<file path="config.mk">
export PLATFORM = sky130hd
export DESIGN_NAME = i2c_quarter_engine
export DESIGN_NICKNAME = d
export VERILOG_FILES = /design/src/rtl/i2cq_pkg.sv /design/src/rtl/i2cq_sync.sv /design/src/rtl/i2cq_qtick.sv /design/src/rtl/i2c_quarter_engine.sv
export SDC_FILE = /design/constraint.sdc
export NUM_CORES = 1
export LEC_CHECK = 0
export BUFFER_PORTS_ARGS = -buffer_cell sky130_fd_sc_hd__buf_2
export CORE_MARGIN = 2
export CORE_UTILIZATION = 60
export CTS_CLUSTER_SIZE = 8
export DETAILED_ROUTE_END_ITERATION = 8
export GPL_TIMING_DRIVEN = 0
export PLACE_DENSITY = 0.77
export SLEW_MARGIN = 20
export SYNTH_ARGS = -nofsm -noshare
export SYNTH_HDL_FRONTEND = slang
export SYNTH_HIERARCHICAL = 1
export SYNTH_SLANG_ARGS = --single-unit
</file>
<file path="constraint.sdc">
create_clock -name clk -period 3.31 [get_ports clk]
set_input_delay 0.1655 -clock clk [delete_from_list [all_inputs] [get_ports clk]]
set_output_delay 0.1655 -clock clk [all_outputs]
set_load 0.01 [all_outputs]
</file>
<file path="src/rtl/i2cq_pkg.sv">
package i2cq_pkg;

  typedef enum logic [1:0] {
    OP_START = 2'd0,
    OP_STOP  = 2'd1,
    OP_WRITE = 2'd2,
    OP_READ  = 2'd3
  } op_e;

  typedef enum logic [4:0] {
    S_IDLE, S_POLL, S_FIN,
    S_ST0, S_ST1, S_ST2, S_ST3, S_ST4,
    S_SP0, S_SP1, S_SP2, S_SP3, S_SP4,
    S_W1, S_W2, S_W3,
    S_WA1, S_WA2, S_WA3, S_WA4,
    S_R0, S_R1,
    S_RA0, S_RA1, S_RA2, S_RA3
  } st_e;

endpackage

</file>
<file path="src/rtl/i2cq_sync.sv">
module i2cq_sync #(
  parameter int W      = 2,
  parameter int STAGES = 2
) (
  input  logic         clk,
  input  logic         rst,
  input  logic [W-1:0] d,
  output logic [W-1:0] q
);
  for (genvar i = 0; i < W; i++) begin : g_bit
    logic [STAGES-1:0] r;
    always_ff @(posedge clk) begin
      if (rst) r <= '1;
      else     r <= {r[STAGES-2:0], d[i]};
    end
    assign q[i] = r[STAGES-1];
  end
endmodule

</file>
<file path="src/rtl/i2cq_qtick.sv">
module i2cq_qtick #(
  parameter int QW       = 8,
  parameter int MIN_QDIV = 3
) (
  input  logic          clk,
  input  logic          rst,
  input  logic          load,
  input  logic [QW-1:0] div_in,
  input  logic          run,
  input  logic          restart,
  output logic          tick
);
  localparam logic [QW-1:0] FLOOR = QW'(MIN_QDIV);

  logic [QW-1:0] qdiv_q;
  logic [QW-1:0] cnt;

  always_ff @(posedge clk) begin
    if (rst)       qdiv_q <= FLOOR;
    else if (load) qdiv_q <= (div_in < FLOOR) ? FLOOR : div_in;
  end

  assign tick = run && (cnt == qdiv_q - 1'b1);

  always_ff @(posedge clk) begin
    if (rst || restart || !run || tick) cnt <= '0;
    else                                cnt <= cnt + 1'b1;
  end

  AST_DIV_LATCHED: assert property (@(posedge clk) disable iff (rst)
    run && $past(run) |-> $stable(qdiv_q));

endmodule

</file>
<file path="src/rtl/i2c_quarter_engine.sv">
module i2c_quarter_engine
  import i2cq_pkg::*;
#(
  parameter int QW            = 8,
  parameter int MIN_QDIV      = 3,
  parameter int STRETCH_LIMIT = 1000,
  parameter int START_TRIES   = 3,
  parameter int STOP_TRIES    = 3
) (
  input  logic          clk,
  input  logic          rst,
  input  logic          cmd_valid,
  input  logic [1:0]    cmd_op,
  input  logic [7:0]    cmd_byte,
  input  logic          cmd_nack,
  input  logic [QW-1:0] quarter_div,
  input  logic          scl_i,
  input  logic          sda_i,
  output logic          scl_oe,
  output logic          sda_oe,
  output logic          busy,
  output logic          done,
  output logic          ok,
  output logic          timeout_err,
  output logic          ack_seen,
  output logic [7:0]    rx_byte
);
  localparam int PW    = $clog2(STRETCH_LIMIT + 1);
  localparam int MAXT  = (START_TRIES > STOP_TRIES) ? START_TRIES : STOP_TRIES;
  localparam int TW    = $clog2(MAXT + 1);

  st_e          st, ret;
  op_e          op_q;
  logic [1:0]   wcnt;
  logic         go_now;
  logic [PW-1:0] pcnt;
  logic [TW-1:0] tries;
  logic [2:0]   bitn;
  logic [7:0]   sh;
  logic         nack_q, good_q;
  logic         scl_s, sda_s;
  logic         tick, step, accept;

  i2cq_sync #(.W(2), .STAGES(2)) u_sync (
    .clk(clk), .rst(rst), .d({scl_i, sda_i}), .q({scl_s, sda_s})
  );

  assign accept = !busy && cmd_valid;
  assign step   = busy && (go_now || (tick && (wcnt == 2'd0)));

  i2cq_qtick #(.QW(QW), .MIN_QDIV(MIN_QDIV)) u_tick (
    .clk(clk), .rst(rst), .load(accept), .div_in(quarter_div),
    .run(busy), .restart(step), .tick(tick)
  );

  always_ff @(posedge clk) begin
    if (rst) begin
      st <= S_IDLE; ret <= S_IDLE; op_q <= OP_START;
      wcnt <= '0; go_now <= 1'b0; pcnt <= '0; tries <= '0; bitn <= '0;
      sh <= '0; nack_q <= 1'b0; good_q <= 1'b0;
      scl_oe <= 1'b0; sda_oe <= 1'b0; busy <= 1'b0; done <= 1'b0;
      ok <= 1'b0; timeout_err <= 1'b0; ack_seen <= 1'b0; rx_byte <= '0;
    end else begin
      done <= 1'b0;
      if (accept) begin
        busy <= 1'b1; op_q <= op_e'(cmd_op); sh <= cmd_byte; nack_q <= cmd_nack;
        bitn <= 3'd7; tries <= '0; pcnt <= '0; wcnt <= '0; go_now <= 1'b0;
        good_q <= 1'b1; ok <= 1'b0; timeout_err <= 1'b0;
        case (op_e'(cmd_op))
          OP_START: st <= S_ST0;
          OP_STOP:  st <= S_SP0;
          OP_WRITE: st <= S_W1;
          default: begin st <= S_R0; sda_oe <= 1'b0; end
        endcase
      end else if (step) begin
        go_now <= 1'b0;
        case (st)
          S_POLL:
            if (scl_s) begin st <= ret; go_now <= 1'b1; end
            else if (pcnt == PW'(STRETCH_LIMIT)) begin
              busy <= 1'b0; done <= 1'b1; ok <= 1'b0; timeout_err <= 1'b1; st <= S_IDLE;
            end else pcnt <= pcnt + 1'b1;
          S_FIN: begin busy <= 1'b0; done <= 1'b1; ok <= good_q; st <= S_IDLE; end
          // start condition
          S_ST0: begin scl_oe <= 1'b0; st <= S_ST1; end
          S_ST1: begin sda_oe <= 1'b0; st <= S_ST2; end
          S_ST2:
            if (!sda_s) begin
              if (tries == TW'(START_TRIES - 1)) begin
                busy <= 1'b0; done <= 1'b1; ok <= 1'b0; st <= S_IDLE;
              end else begin tries <= tries + 1'b1; st <= S_ST1; end
            end else begin
              scl_oe <= 1'b0; st <= S_POLL; ret <= S_ST3; pcnt <= '0;
            end
          S_ST3: begin sda_oe <= 1'b1; st <= S_ST4; end
          S_ST4: begin scl_oe <= 1'b1; st <= S_FIN; end
          // stop condition
          S_SP0: begin scl_oe <= 1'b1; st <= S_SP1; end
          S_SP1: begin sda_oe <= 1'b1; st <= S_SP2; end
          S_SP2: begin scl_oe <= 1'b0; st <= S_POLL; ret <= S_SP3; pcnt <= '0; end
          S_SP3: begin sda_oe <= 1'b0; st <= S_SP4; end
          S_SP4:
            if (sda_s) begin
              busy <= 1'b0; done <= 1'b1; ok <= 1'b1; st <= S_IDLE;
            end else if (tries == TW'(STOP_TRIES - 1)) begin
              busy <= 1'b0; done <= 1'b1; ok <= 1'b0; st <= S_IDLE;
            end else tries <= tries + 1'b1;
          // byte write
          S_W1: begin sda_oe <= !sh[7]; st <= S_W2; end
          S_W2: begin scl_oe <= 1'b0; st <= S_POLL; ret <= S_W3; pcnt <= '0; end
          S_W3: begin
            scl_oe <= 1'b1; sh <= {sh[6:0], 1'b0};
            if (bitn == 3'd0) st <= S_WA1;
            else begin bitn <= bitn - 1'b1; st <= S_W1; end
          end
          S_WA1: begin sda_oe <= 1'b0; st <= S_WA2; end
          S_WA2: begin scl_oe <= 1'b0; st <= S_POLL; ret <= S_WA3; pcnt <= '0; end
          S_WA3: begin ack_seen <= !sda_s; good_q <= !sda_s; wcnt <= 2'd1; st <= S_WA4; end
          S_WA4: begin scl_oe <= 1'b1; wcnt <= 2'd1; st <= S_FIN; end
          // byte read
          S_R0: begin scl_oe <= 1'b0; st <= S_POLL; ret <= S_R1; pcnt <= '0; end
          S_R1: begin
            sh <= {sh[6:0], sda_s}; scl_oe <= 1'b1;
            if (bitn == 3'd0) begin wcnt <= 2'd2; st <= S_RA0; end
            else begin wcnt <= 2'd1; bitn <= bitn - 1'b1; st <= S_R0; end
          end
          S_RA0: begin rx_byte <= sh; sda_oe <= !nack_q; st <= S_RA1; end
          S_RA1: begin scl_oe <= 1'b0; st <= S_POLL; ret <= S_RA2; pcnt <= '0; end
          S_RA2: begin scl_oe <= 1'b1; st <= S_RA3; end
          S_RA3: begin sda_oe <= 1'b0; st <= S_FIN; end
          default: begin busy <= 1'b0; st <= S_IDLE; end
        endcase
      end else if (busy && tick && (wcnt != 2'd0)) begin
        wcnt <= wcnt - 1'b1;
      end
    end
  end

  AST_RESET_IDLE: assert property (@(posedge clk) disable iff (rst)
    $fell(rst) |-> !scl_oe && !sda_oe && !busy && !done);
  AST_SDA_MOVES_LOW: assert property (@(posedge clk) disable iff (rst)
    busy && $past(busy) && (op_q == OP_WRITE || op_q == OP_READ) && !$stable(sda_oe)
    |-> scl_oe);
  AST_ACK_RESULT: assert property (@(posedge clk) disable iff (rst)
    done && (op_q == OP_WRITE) && !timeout_err |-> ok == ack_seen);
  AST_TIMEOUT_FAILS: assert property (@(posedge clk) disable iff (rst)
    done && timeout_err |-> !ok);
  AST_POLL_BOUND: assert property (@(posedge clk) disable iff (rst)
    pcnt <= PW'(STRETCH_LIMIT));
  AST_DONE_PULSE: assert property (@(posedge clk) disable iff (rst)
    done |=> !done);

endmodule

</file>
* Word level (Yosys, flattened, before mapping) *
Cells that the tools add are included.

operators by class
  add/sub/neg operators = 6
  order comparisons = 1
  eq/ne operators = 44
  mux-type cells = 59
  bitwise gates (word level) = 5
  reductions and logical operators = 56

operators with widths
  operator                                              count
  case mux 5 bit (18 select lines)                      1
  equality test 5 bit (second input constant)           10
  two-way mux 5 bit                                     9
  equality test 5 x 4 -> 1 bit (second input constant)  8
  two-way mux 10 bit                                    3
  case mux 10 bit (3 select lines)                      1
  case mux 5 bit (6 select lines)                       1
  two-way mux 1 bit                                     24
  two-way mux 8 bit                                     3
  OR reduction 21 bit                                   1
  equality test 5 x 3 -> 1 bit (second input constant)  4
  case mux 1 bit (4 select lines)                       4
  case mux 8 bit (2 select lines)                       1
  AND reduction 4 bit                                   4
  two-way mux 3 bit                                     5
  case mux 5 bit (3 select lines)                       1
  AND reduction 3 bit                                   5
  AND reduction 5 bit                                   3
  != test 2 bit (second input constant)                 6
  != test 3 bit (second input constant)                 4
  OR reduction 6 bit                                    2
  adder 10 x 1 -> 10 bit (second input constant)        1
  equality test 10 bit (second input constant)          1
  equality test 5 x 2 -> 1 bit (second input constant)  2
  other kinds (31)                                      67

storage, ports and cells
  register bits after elaboration = 73
  input port bits = 24
  logic and storage cells = 193

* Longest topological paths before layout *
Gate-level depths: netlist of run 1.

  depth after elaboration = 9
  mapped depth = 14
  gate-level depth less buffers = 13

* Hierarchy *
Netlist of run 1, hierarchy kept.

by module, submodules not included
  module              times used  cells each  area each (sq um)  sequential area each (sq um)
  i2c_quarter_engine  1           411         3365.7             1061.0
  i2cq_qtick          1           107         932.1              320.3
  i2cq_sync           1           10          120.1              80.1

* Least setup slack after synthesis of run 1 *
No wires, ideal clock.

  kind = flip-flop to flip-flop
  start = reg u_tick.qdiv_q[0]
  end = reg pcnt[5]
  setup time = 0.070 ns
  arrival = 2.862 ns
  required time = 3.240 ns
  path slack = 0.378 ns
  cell stages (with the launch flop) = 14
  buffers on the path = 1
  clock period less this slack = 2.932 ns
  cell sequence = dfxtp_1 > inv_1 > ha_1 > buf_2 > xnor2_1 > a21oi_1 > o2111ai_1 > nor4_4 > and2_1 > a21o_1 > o311a_4 > o31ai_4 > or4_1 > a21oi_1

on the way
  cells in the longest elaborated chain, start to end = 7

RTL lines
  item                           line                      RTL
  start: declaration             i2cq_qtick.sv:15          logic [QW-1:0] qdiv_q;
  start signal: assignment       i2cq_qtick.sv:20          else if (load) qdiv_q <= (div_in < FLOOR) ? FLOOR : div_in;
  subtractor 8 x 1 -> 8 bit      i2cq_qtick.sv:23          assign tick = run && (cnt == qdiv_q - 1'b1);
  equality test 8 bit            i2cq_qtick.sv:23
  logical AND 1 bit              i2cq_qtick.sv:23
  via tick                       i2c_quarter_engine.sv:42  logic tick, step, accept;
  logical AND 1 bit              i2c_quarter_engine.sv:49  assign step = busy && (go_now || (tick && (wcnt == 2'd0)));
  logical OR 1 bit               i2c_quarter_engine.sv:49
  logical AND 1 bit              i2c_quarter_engine.sv:49
  AND reduction 5 bit (no line)  n/a
  end signal: assignment         i2c_quarter_engine.sv:82  end else pcnt <= pcnt + 1'b1;
  end: declaration               i2c_quarter_engine.sv:36  logic [PW-1:0] pcnt;

The timed path passes the listed nets, and every way through them passes these cells.
A chain may end at the register's enable or synchronous reset.

* Final worst setup path of run 1 *
  start = reg u_tick.qdiv_q[0]
  end = reg busy

on the way
  cells in the longest elaborated chain, start to end = 8

RTL lines
  item                           line                      RTL
  subtractor 8 x 1 -> 8 bit      i2cq_qtick.sv:23
  equality test 8 bit            i2cq_qtick.sv:23
  logical AND 1 bit              i2cq_qtick.sv:23
  via tick                       i2c_quarter_engine.sv:42
  logical AND 1 bit              i2c_quarter_engine.sv:49
  logical OR 1 bit               i2c_quarter_engine.sv:49
  logical AND 1 bit              i2c_quarter_engine.sv:49
  via step                       i2c_quarter_engine.sv:42
  nonzero test 2 bit (no line)   n/a
  AND reduction 5 bit (no line)  n/a
  end signal: assignment         i2c_quarter_engine.sv:61  scl_oe <= 1'b0; sda_oe <= 1'b0; busy <= 1'b0; done <= 1'b0;
  end signal: assignment         i2c_quarter_engine.sv:66  busy <= 1'b1; op_q <= op_e'(cmd_op); sh <= cmd_byte; nack_q <= cmd_nack;
  end signal: assignment         i2c_quarter_engine.sv:81  busy <= 1'b0; done <= 1'b1; ok <= 1'b0; timeout_err <= 1'b1; st <= S_IDLE;
  end: declaration               i2c_quarter_engine.sv:21  output logic busy,

The timed path passes the listed nets, and every way through them passes these cells.

==> flow_metrics.tcl, run 1 <==
set metrics [dict create \
    status "complete, no violations" \
    synth.avg_cell_area_um2 8.37 \
    worstPathRequired_ns 3.53 \
    place.gp.congestion 1.00 \
    fin_ws_ns 0.211 \
    final_common_cell "dfxtp_1" \
    die_w_um 89.8 \
    ff2ff_path_depth 14 \
    pin_count 39 \
    path_common_cell "a211oi_1" \
    crit_chain "inv_1 > ha_1 > buf_2 > xnor2_1 > a21oi_1 > o2111ai_1 > nor4_4 > and2_4 > a21o_4 > nand2_2 > inv_6 > o21ai_1 > a211oi_1 > a211oi_1" \
    grt_util_all_layers_pct 31.9 \
    setup_tns_ns 0 \
    numCtsBuffers 9 \
    grt_pass1_wl_um 21000 \
    grt_pass1_vias 4187 \
    cp_data_arrival_time_ns 3.31 \
    die_area_um2 8070 \
    clkSinkCount 73 \
    cts_tree "done" \
    clock_skew_ns 0.00723 \
    synthesis.area_um2 4420 \
    drc 0 \
    finalWirelength_um 12700 \
    min_period_over_period_pct 93.6 \
    hp-class "in -> reg" \
    ys_ff_latch 73 \
    startpoint "u_tick/qdiv_q[0]" \
    layout.nets 615 \
    maxCapViolCount 0 \
    drv_slew 0 \
    antenna_found_initial 0 \
    crit_fanout 10 \
    diodes 0 \
    power_density_nw_per_um2 392 \
    grt_max_degree 13 \
    synthesis.nets 563 \
    leakage_nw 2.04 \
    setup_viol 0 \
    maxSlewHeadroom_pct 53.4 \
    tightestPinTransition_ns 0.689 \
    min_period_ns 3.10 \
    crit_path_end_kind "flop" \
    fmax_ghz 0.323 \
    ys_types 82 \
    start_kind "flop" \
    reg2reg_to "busy" \
    hold_path_depth 2 \
    hpwl_um 9030 \
    numPortBuffers 38 \
    rsz0062_at_grt "no" \
    cts-root-buf "clkbuf_8" \
    drive_above_1_share_pct 17.9 \
    async_flop_share_pct 0 \
    overflow 0 \
    clk_latency_ns 0.35 \
    final_hold_viol_count 0 \
    via_per_inst 6.35 \
    synth-edff-count 0 \
    clk_path_buf_depth 2 \
    vias 4345 \
    ys.flop_type "dfxtp_1" \
    crit_slowest_cell "dfxtp_2" \
    yosysSeqAreaShare_pct 33.1 \
    finalInstanceArea_um2 5010 \
    post_drt_wl_per_cell_um 18.6 \
    path_class "reg -> reg" \
    first_pass_iters 6 \
    coreArea_um2 7180 \
    slowest_delay_ns 0.40 \
    fp-row-count 31 \
    dp.cells 665 \
    reg2reg_from "u_tick/qdiv_q[0]" \
    ant_nets 0 \
    worstHoldEndpoint "u_sync/g_bit[0].r[0]" \
    final_cell_mix "71 x dfxtp_1, 53 x buf_2, 52 x nor2_1" \
    die_h_um 89.8 \
    place_area_um2 4730 \
    postSynthCellCount 528 \
    r2r_slack_ns 0.21 \
    htree_levels 3 \
    clkTransAtPathRegs_ns 0.07 \
    yosysWarnings 6 \
    dr.first_iter.drc_count 430 \
    area_growth_pct 13.3 \
    vdd_drop_max_v 0.000245 \
    place_ws_ns -0.381 \
    instances_no_fill 684 \
    worstHoldStart "sda_i" \
    start_util_pct 61.6 \
]
==> final cells by class <==
type,count,area [µm²]
multi-input cells,399,2740
fillers,592,2170
flip-flops and latches,73,1460
repair buffers,41,215
plain buffers,37,180
clock buffers,12,155
well taps,99,124
inverters,19,76.3
clock inverters,4,51.3
==> synthesized netlist by cell type, drive strengths merged, types with 3 or more instances <==
master	count	area [µm²]
a211oi	20	155
a21o	3	22.5
a21oi	42	210
a221oi	3	26.3
a311oi	3	26.3
a31oi	7	43.8
a32oi	3	26.3
and3	7	43.8
buf	20	116
clkbuf	17	63.8
dfxtp	73	1460
ha	11	138
inv	19	71.3
mux2i	24	240
nand2	41	159
nand2b	13	81.3
nand3	19	95.1
nand3b	5	50.1
nand4	5	31.3
nor2	54	221
nor2b	8	50.1
nor3	9	45.0
nor3b	6	50.1
nor4	5	61.3
o2111ai	3	26.3
o21ai	16	83.8
o22ai	4	25.0
o31ai	8	73.8
or2	9	58.8
or4	9	67.6
xnor2	14	123
xor2	5	43.8
==> state kept, by name, summed over array words and instances, names as in the netlist, 2 cells and up <==
register and cells:
u_tick/qdiv_q 8, ret 5, rx_byte 8, u_sync/g_bit.r 4, tries 2, pcnt 10, bitn 3, wcnt 2
st 5, sh 8, u_tick/cnt 8
==> timing repair <==
| action | CTS | global route |
|---|---|---|
| hold buffers | 1 | 0 |
| hold endpoints to repair | 1 | 0 |
| setup endpoints to repair | 34 | 23 |
| pin swaps | 1 | 3 |
| resized for setup | 7 | 4 |
| buffers inserted | 1 | 1 |
==> layer usage <==
layer / routed length [µm] / up-vias / track usage (%)
li1: - / 2031 / -
met1: 5330 / 2086 / 41.4
met2: 6070 / 202 / 53.7
met3: 1050 / 26 / 6.45
met4: 274 / 0 / 9.62
met5: 0 / - / 0
==> worst max path at each step <==
stage                 end  cells after the start
6_report             busy                     14
5_1_grt           pcnt[5]                     13
4_1_cts           pcnt[9]                     14
3_5_place_dp   rx_byte[0]                     14
3_3_place_gp   rx_byte[4]                     14
2_1_floorplan     pcnt[5]                     13
==> power by group <==
part           leakage [nW]  internal [mW]  total [mW]  switching [mW]
clock network         0.103          0.390       0.728           0.338
logic                  1.34          0.108       0.303           0.195
registers             0.594          0.905       0.934          0.0290
total                  2.04           1.40        1.96           0.562
==> per-stage QoR <==
step	hold WS (ns)	power (mW)	utilization, %
after floorplan	0.263	1.15	-
final	0.0115	1.96	69.8
after global routing	0.0102	2.04	69.8
after global placement	0.343	1.23	65.9
after detailed placement	0.354	1.24	65.9
after CTS	0.00617	1.96	69.5
==> kinds of logic (layout without fill, tap and decap cells) <==
kind of cell	Yosys count	after routing	synth area share, %
and+or+nand+nor	206	206	26.2
AOI/OAI and AO/OA	139	139	22.7
DFF	73	73	33.1
buffers and inverters	56	113	5.69
muxes	24	24	5.44
xor gates and xnor gates	19	19	3.77
adders and majority gates	11	11	3.12
==> critical path: cells and delay by family (launching register included) <==
kind,cells,cell delay [ns]
AO/OA/AOI/OAI,6,1.20
AND/OR/NAND/NOR,3,0.60
buffers and inverters,3,0.43
flip-flops,1,0.40
adder cells (fa/ha/maj),1,0.18
XOR/XNOR,1,0.15
No activity file was read; power rests on OpenSTA's default activity.
==> run 2, diff against run 1 <==
Settings changed: RECOVER_POWER set to 50, SKIP_CTS_REPAIR_TIMING set to 1.
==> flow_metrics.tcl, run 2 (same netlist as run 1, synthesis figures left out) <==
set metrics [dict create \
    vdd_drop_max_v 0.000239 \
    reg2reg_to "pcnt[4]" \
    post_drt_wl_per_cell_um 18.9 \
    ff2ff_path_depth 13 \
    first_pass_iters 5 \
    numCtsBuffers 9 \
    cts_tree "done" \
    hpwl_um 9030 \
    nFillCells 586 \
    path_class "reg -> reg" \
    finalWirelength_um 13100 \
    grt_max_degree 13 \
    clkSinkCount 73 \
    diodes 0 \
    grt_pass1_wl_um 20900 \
    ant_nets 0 \
    start_kind "flop" \
    maxSlewHeadroom_pct 50.5 \
    grt_util_all_layers_pct 31.7 \
    status "complete, no violations" \
    worstPathRequired_ns 3.59 \
    numPortBuffers 38 \
    overflow 0 \
    cts-root-buf "clkbuf_8" \
    coreArea_um2 7180 \
    min_period_over_period_pct 97.5 \
    power_density_nw_per_um2 387 \
    place.gp.congestion 1.00 \
    maxCapViolCount 0 \
    final_common_cell "dfxtp_1" \
    final_hold_viol_count 0 \
    drc 0 \
    antenna_found_initial 0 \
    drv_slew 0 \
    layout.nets 625 \
    reg2reg_from "u_tick/qdiv_q[1]" \
    r2r_slack_ns 0.08 \
    area_growth_pct 15.9 \
    worstSetupEndpoint "pcnt[4]" \
    dr.first_iter.drc_count 453 \
    die_area_um2 8070 \
    crit_fanout 7 \
    fp-row-count 31 \
    setup_viol 0 \
    tightestPinTransition_ns 0.733 \
    clkTransAtPathRegs_ns 0.08 \
    min_period_ns 3.23 \
    vias 4383 \
    leakage_nw 2.03 \
    crit_path_end_kind "flop" \
    die_w_um 89.8 \
    startpoint "u_tick/qdiv_q[1]" \
    drive_above_1_share_pct 18.2 \
    fmax_ghz 0.310 \
    clock_skew_ns 0.00760 \
    via_per_inst 6.32 \
    place_area_um2 4730 \
    htree_levels 3 \
    largest_reg_flops 10 \
    grt_pass1_vias 4175 \
    cp_data_arrival_time_ns 3.51 \
    clk_latency_ns 0.35 \
    fin_ws_ns 0.0833 \
    clk_path_buf_depth 2 \
    die_h_um 89.8 \
    pin_count 39 \
    fin_util_pct 71.4 \
    final_cell_mix "71 x dfxtp_1, 52 x nor2_1, 40 x a21oi_1" \
    start_util_pct 61.6 \
    finalInstanceArea_um2 5120 \
    top_register "pcnt" \
    hp-class "in -> reg" \
    place_ws_ns -0.381 \
]
run 2: cell types whose count changed in the layout (fill, tap and decap cells not counted), sizes merged:
cell / previous run / this run
clkbuf: 29 / 45
buf: 60 / 53
o31ai: 8 / 9
run 2: through the flow:
| stage | TNS [ns] | instances | hold slack (ns) | power [mW] |
|---|---|---|---|---|
| after global placement | -3.67 | 665 | 0.343 | 1.23 |
| after floorplan | 0 | 528 | 0.263 | 1.15 |
| after global routing | -0.124 | 694 | 0.0103 | 2.05 |
| after CTS | -8.62 | 681 | -0.0174 | 1.96 |
| after detailed placement | -6.60 | 665 | 0.354 | 1.24 |
| final | 0 | 694 | 0.0139 | 1.98 |
run 2: final cells by class:
class                      instances  area, µm²  area share, %
multi-input combinational        400       2810           54.8
sequential                        73       1470           28.6
timing repair buffer              50        263           5.13
buffer                            37        180           3.52
clock buffer                      12        155           3.03
tap                               99        124           2.42
inverter                          19       76.3           1.49
clock inverter                     4       51.3           1.00
run 2: worst min path at each step:
| stage | from | endpoint | slack, ns | depth (start not counted) |
|---|---|---|---|---|
| floorplan | rst | u_sync/g_bit[0].r[0] | 0.26 | 1 |
| global route | sda_i | u_sync/g_bit[0].r[0] | 0.01 | 2 |
| detailed placement | scl_i | u_sync/g_bit[1].r[0] | 0.35 | 2 |
| CTS | scl_i | u_sync/g_bit[1].r[0] | -0.02 | 2 |
| finish | sda_i | u_sync/g_bit[0].r[0] | 0.01 | 2 |
| global placement | scl_i | u_sync/g_bit[1].r[0] | 0.34 | 2 |
run 2: metal layers:
| metal | vias up | GRT usage [%] | wire [µm] |
|---|---|---|---|
| met3 | 31 | 6.45 | 994 |
| met1 | 2088 | 41.3 | 5540 |
| met2 | 208 | 53.3 | 6300 |
| li1 | 2056 | - | - |
| met4 | 0 | 9.62 | 285 |
| met5 | - | 0 | 0 |
run 2: critical path, cell delays in order, from the launching register on:
cell,delay [ns]
dfxtp_2,0.38
inv_1,0.06
ha_1,0.16
buf_2,0.16
xnor2_1,0.16
a21oi_1,0.20
o2111ai_2,0.16
nor4_4,0.39
and2_4,0.23
a21o_4,0.15
o311a_4,0.29
o31ai_4,0.12
or4_1,0.53
a21oi_1,0.16
run 2: where the power goes:
part	internal, mW	total [mW]	switching (mW)
Clock	0.390	0.732	0.342
Sequential	0.904	0.933	0.0291
Combinational	0.113	0.315	0.202
Total	1.41	1.98	0.573
==> run 3, diff against run 2 <==
Settings changed: CORE_UTILIZATION 60 to 54, PLACE_DENSITY 0.77 to 0.73.
Clock period 3.31 ns to 2.93 ns, I/O delays scaled along.
==> flow_metrics.tcl, run 3 (same netlist as run 1, synthesis figures left out) <==
set metrics [dict create \
    area_growth_pct 19.4 \
    drv_slew 0 \
    place.gp.congestion 0.973 \
    cp_data_arrival_time_ns 3.22 \
    final_hold_viol_count 0 \
    via_per_inst 6.28 \
    hpwl_um 8550 \
    fp-row-count 32 \
    maxSlewHeadroom_pct 46.2 \
    reg2reg_from "u_tick/qdiv_q[0]" \
    diodes 0 \
    nFillCells 643 \
    clk_path_buf_depth 2 \
    numCtsBuffers 9 \
    ant_nets 0 \
    final_cell_mix "71 x dfxtp_1, 52 x nor2_1, 40 x a21oi_1" \
    maxCapViolCount 0 \
    fmax_ghz 0.341 \
    multi_input_area_um2 2900 \
    vdd_drop_max_v 0.000310 \
    largest_reg_flops 10 \
    clk_latency_ns 0.35 \
    overflow 0 \
    die_w_um 94.5 \
    grt_max_degree 14 \
    worstHoldStart "cmd_nack" \
    coreArea_um2 7810 \
    path_class "reg -> reg" \
    grt_pass1_vias 3958 \
    setup_viol 0 \
    final_common_cell "dfxtp_1" \
    worstPathRequired_ns 3.22 \
    cts-root-buf "clkbuf_8" \
    clkSinkCount 73 \
    hold_path_depth 3 \
    first_pass_iters 5 \
    min_period_ns 2.93 \
    pin_count 39 \
    reg2reg_to "pcnt[9]" \
    ff2ff_path_depth 11 \
    clock_skew_ns 0.0148 \
    place_ws_ns -0.842 \
    post_drt_wl_per_cell_um 17.9 \
    hp-class "in -> reg" \
    rsz0062_at_grt "yes" \
    finalWirelength_um 12500 \
    top_register "pcnt" \
    seqCellArea_um2 1470 \
    grt_pass1_wl_um 19800 \
    grt_util_all_layers_pct 28.1 \
    worstHoldEndpoint "nack_q" \
    dp.cells 668 \
    fin_util_pct 67.6 \
    antenna_found_initial 0 \
    tightestPinTransition_ns 0.807 \
    min_period_over_period_pct 100 \
    die_area_um2 8920 \
    start_kind "flop" \
    dr.first_iter.drc_count 382 \
    layout.nets 626 \
    holdWs_ns 0.0422 \
    p_total_mw 2.38 \
    fin_ws_ns 0.000993 \
    crit_chain "buf_4 > or2_4 > nor4_4 > xnor2_2 > nor4_4 > and2_4 > a21o_4 > o311a_4 > o31ai_4 > or4b_4 > a21oi_2" \
    crit_path_end_kind "flop" \
    drc 0 \
    power_density_nw_per_um2 451 \
    status "complete, no violations" \
    crit_fanout 5 \
    leakage_nw 2.07 \
    clkTransAtPathRegs_ns 0.09 \
    die_h_um 94.5 \
    path_common_cell "nor4_4" \
    r2r_slack_ns 0.001 \
    htree_levels 3 \
    vias 4383 \
    drive_above_1_share_pct 19.6 \
    instances_no_fill 698 \
    start_util_pct 56.6 \
    numPortBuffers 38 \
    crit_slowest_cell "or4b_4" \
    slowest_delay_ns 0.55 \
    cts_tree "done" \
]
[run 3: cell type report]
type	instances	share of cell area (%)
Clock inverter	6	2.18
Tap cell	102	2.42
Timing Repair Buffer	51	5.29
Timing Repair inverter	1	0.0949
Multi-Input combinational cell	400	54.9
Sequential cell	73	27.8
Inverter	19	1.49
Buffer	36	3.32
Clock buffer	10	2.42
[run 3: worst max path at each step]
stage	from	endpoint	slack, ns	cells after the start
after CTS	u_tick/qdiv_q[1]	rx_byte[6]	-0.84	14
after detailed placement	u_tick/qdiv_q[1]	rx_byte[6]	-0.84	14
after global routing	u_tick/qdiv_q[0]	pcnt[9]	-0.06	11
after global placement	u_tick/qdiv_q[1]	rx_byte[2]	-0.73	14
final	u_tick/qdiv_q[0]	pcnt[9]	0.001	11
after floorplan	u_tick/qdiv_q[0]	pcnt[5]	0.05	13
[run 3: critical path, delay by kind of cell, from the launching register on]
| family | cells | cell delay, ns |
|---|---|---|
| compound gates | 4 | 0.69 |
| xor+xnor | 1 | 0.11 |
| buf+inv | 1 | 0.14 |
| flops | 1 | 0.37 |
| simple gates | 5 | 1.54 |
[run 3: where the power goes]
part           internal [mW]  switching (mW)
combinational          0.134           0.226
clock                  0.570           0.393
sequential              1.02          0.0345
total                   1.73           0.654
[run 3: metal layers]
layer	share of wire, %	global-route usage, %	routed length [µm]	vias up
li1	-	-	-	2059
met3	7.7	3.67	957	43
met5	0	0	0	-
met2	46	43.7	5680	238
met4	3.3	13.5	415	0
met1	43	38.8	5420	2043
[run 3: stage by stage]
step	area [µm²]	setup TNS (ns)
6_report	5280	0
3_3_place_gp	4740	-20.63
2_1_floorplan	4420	0
3_5_place_dp	4740	-25.05
5_1_grt	5280	-0.396
4_1_cts	4980	-25.43
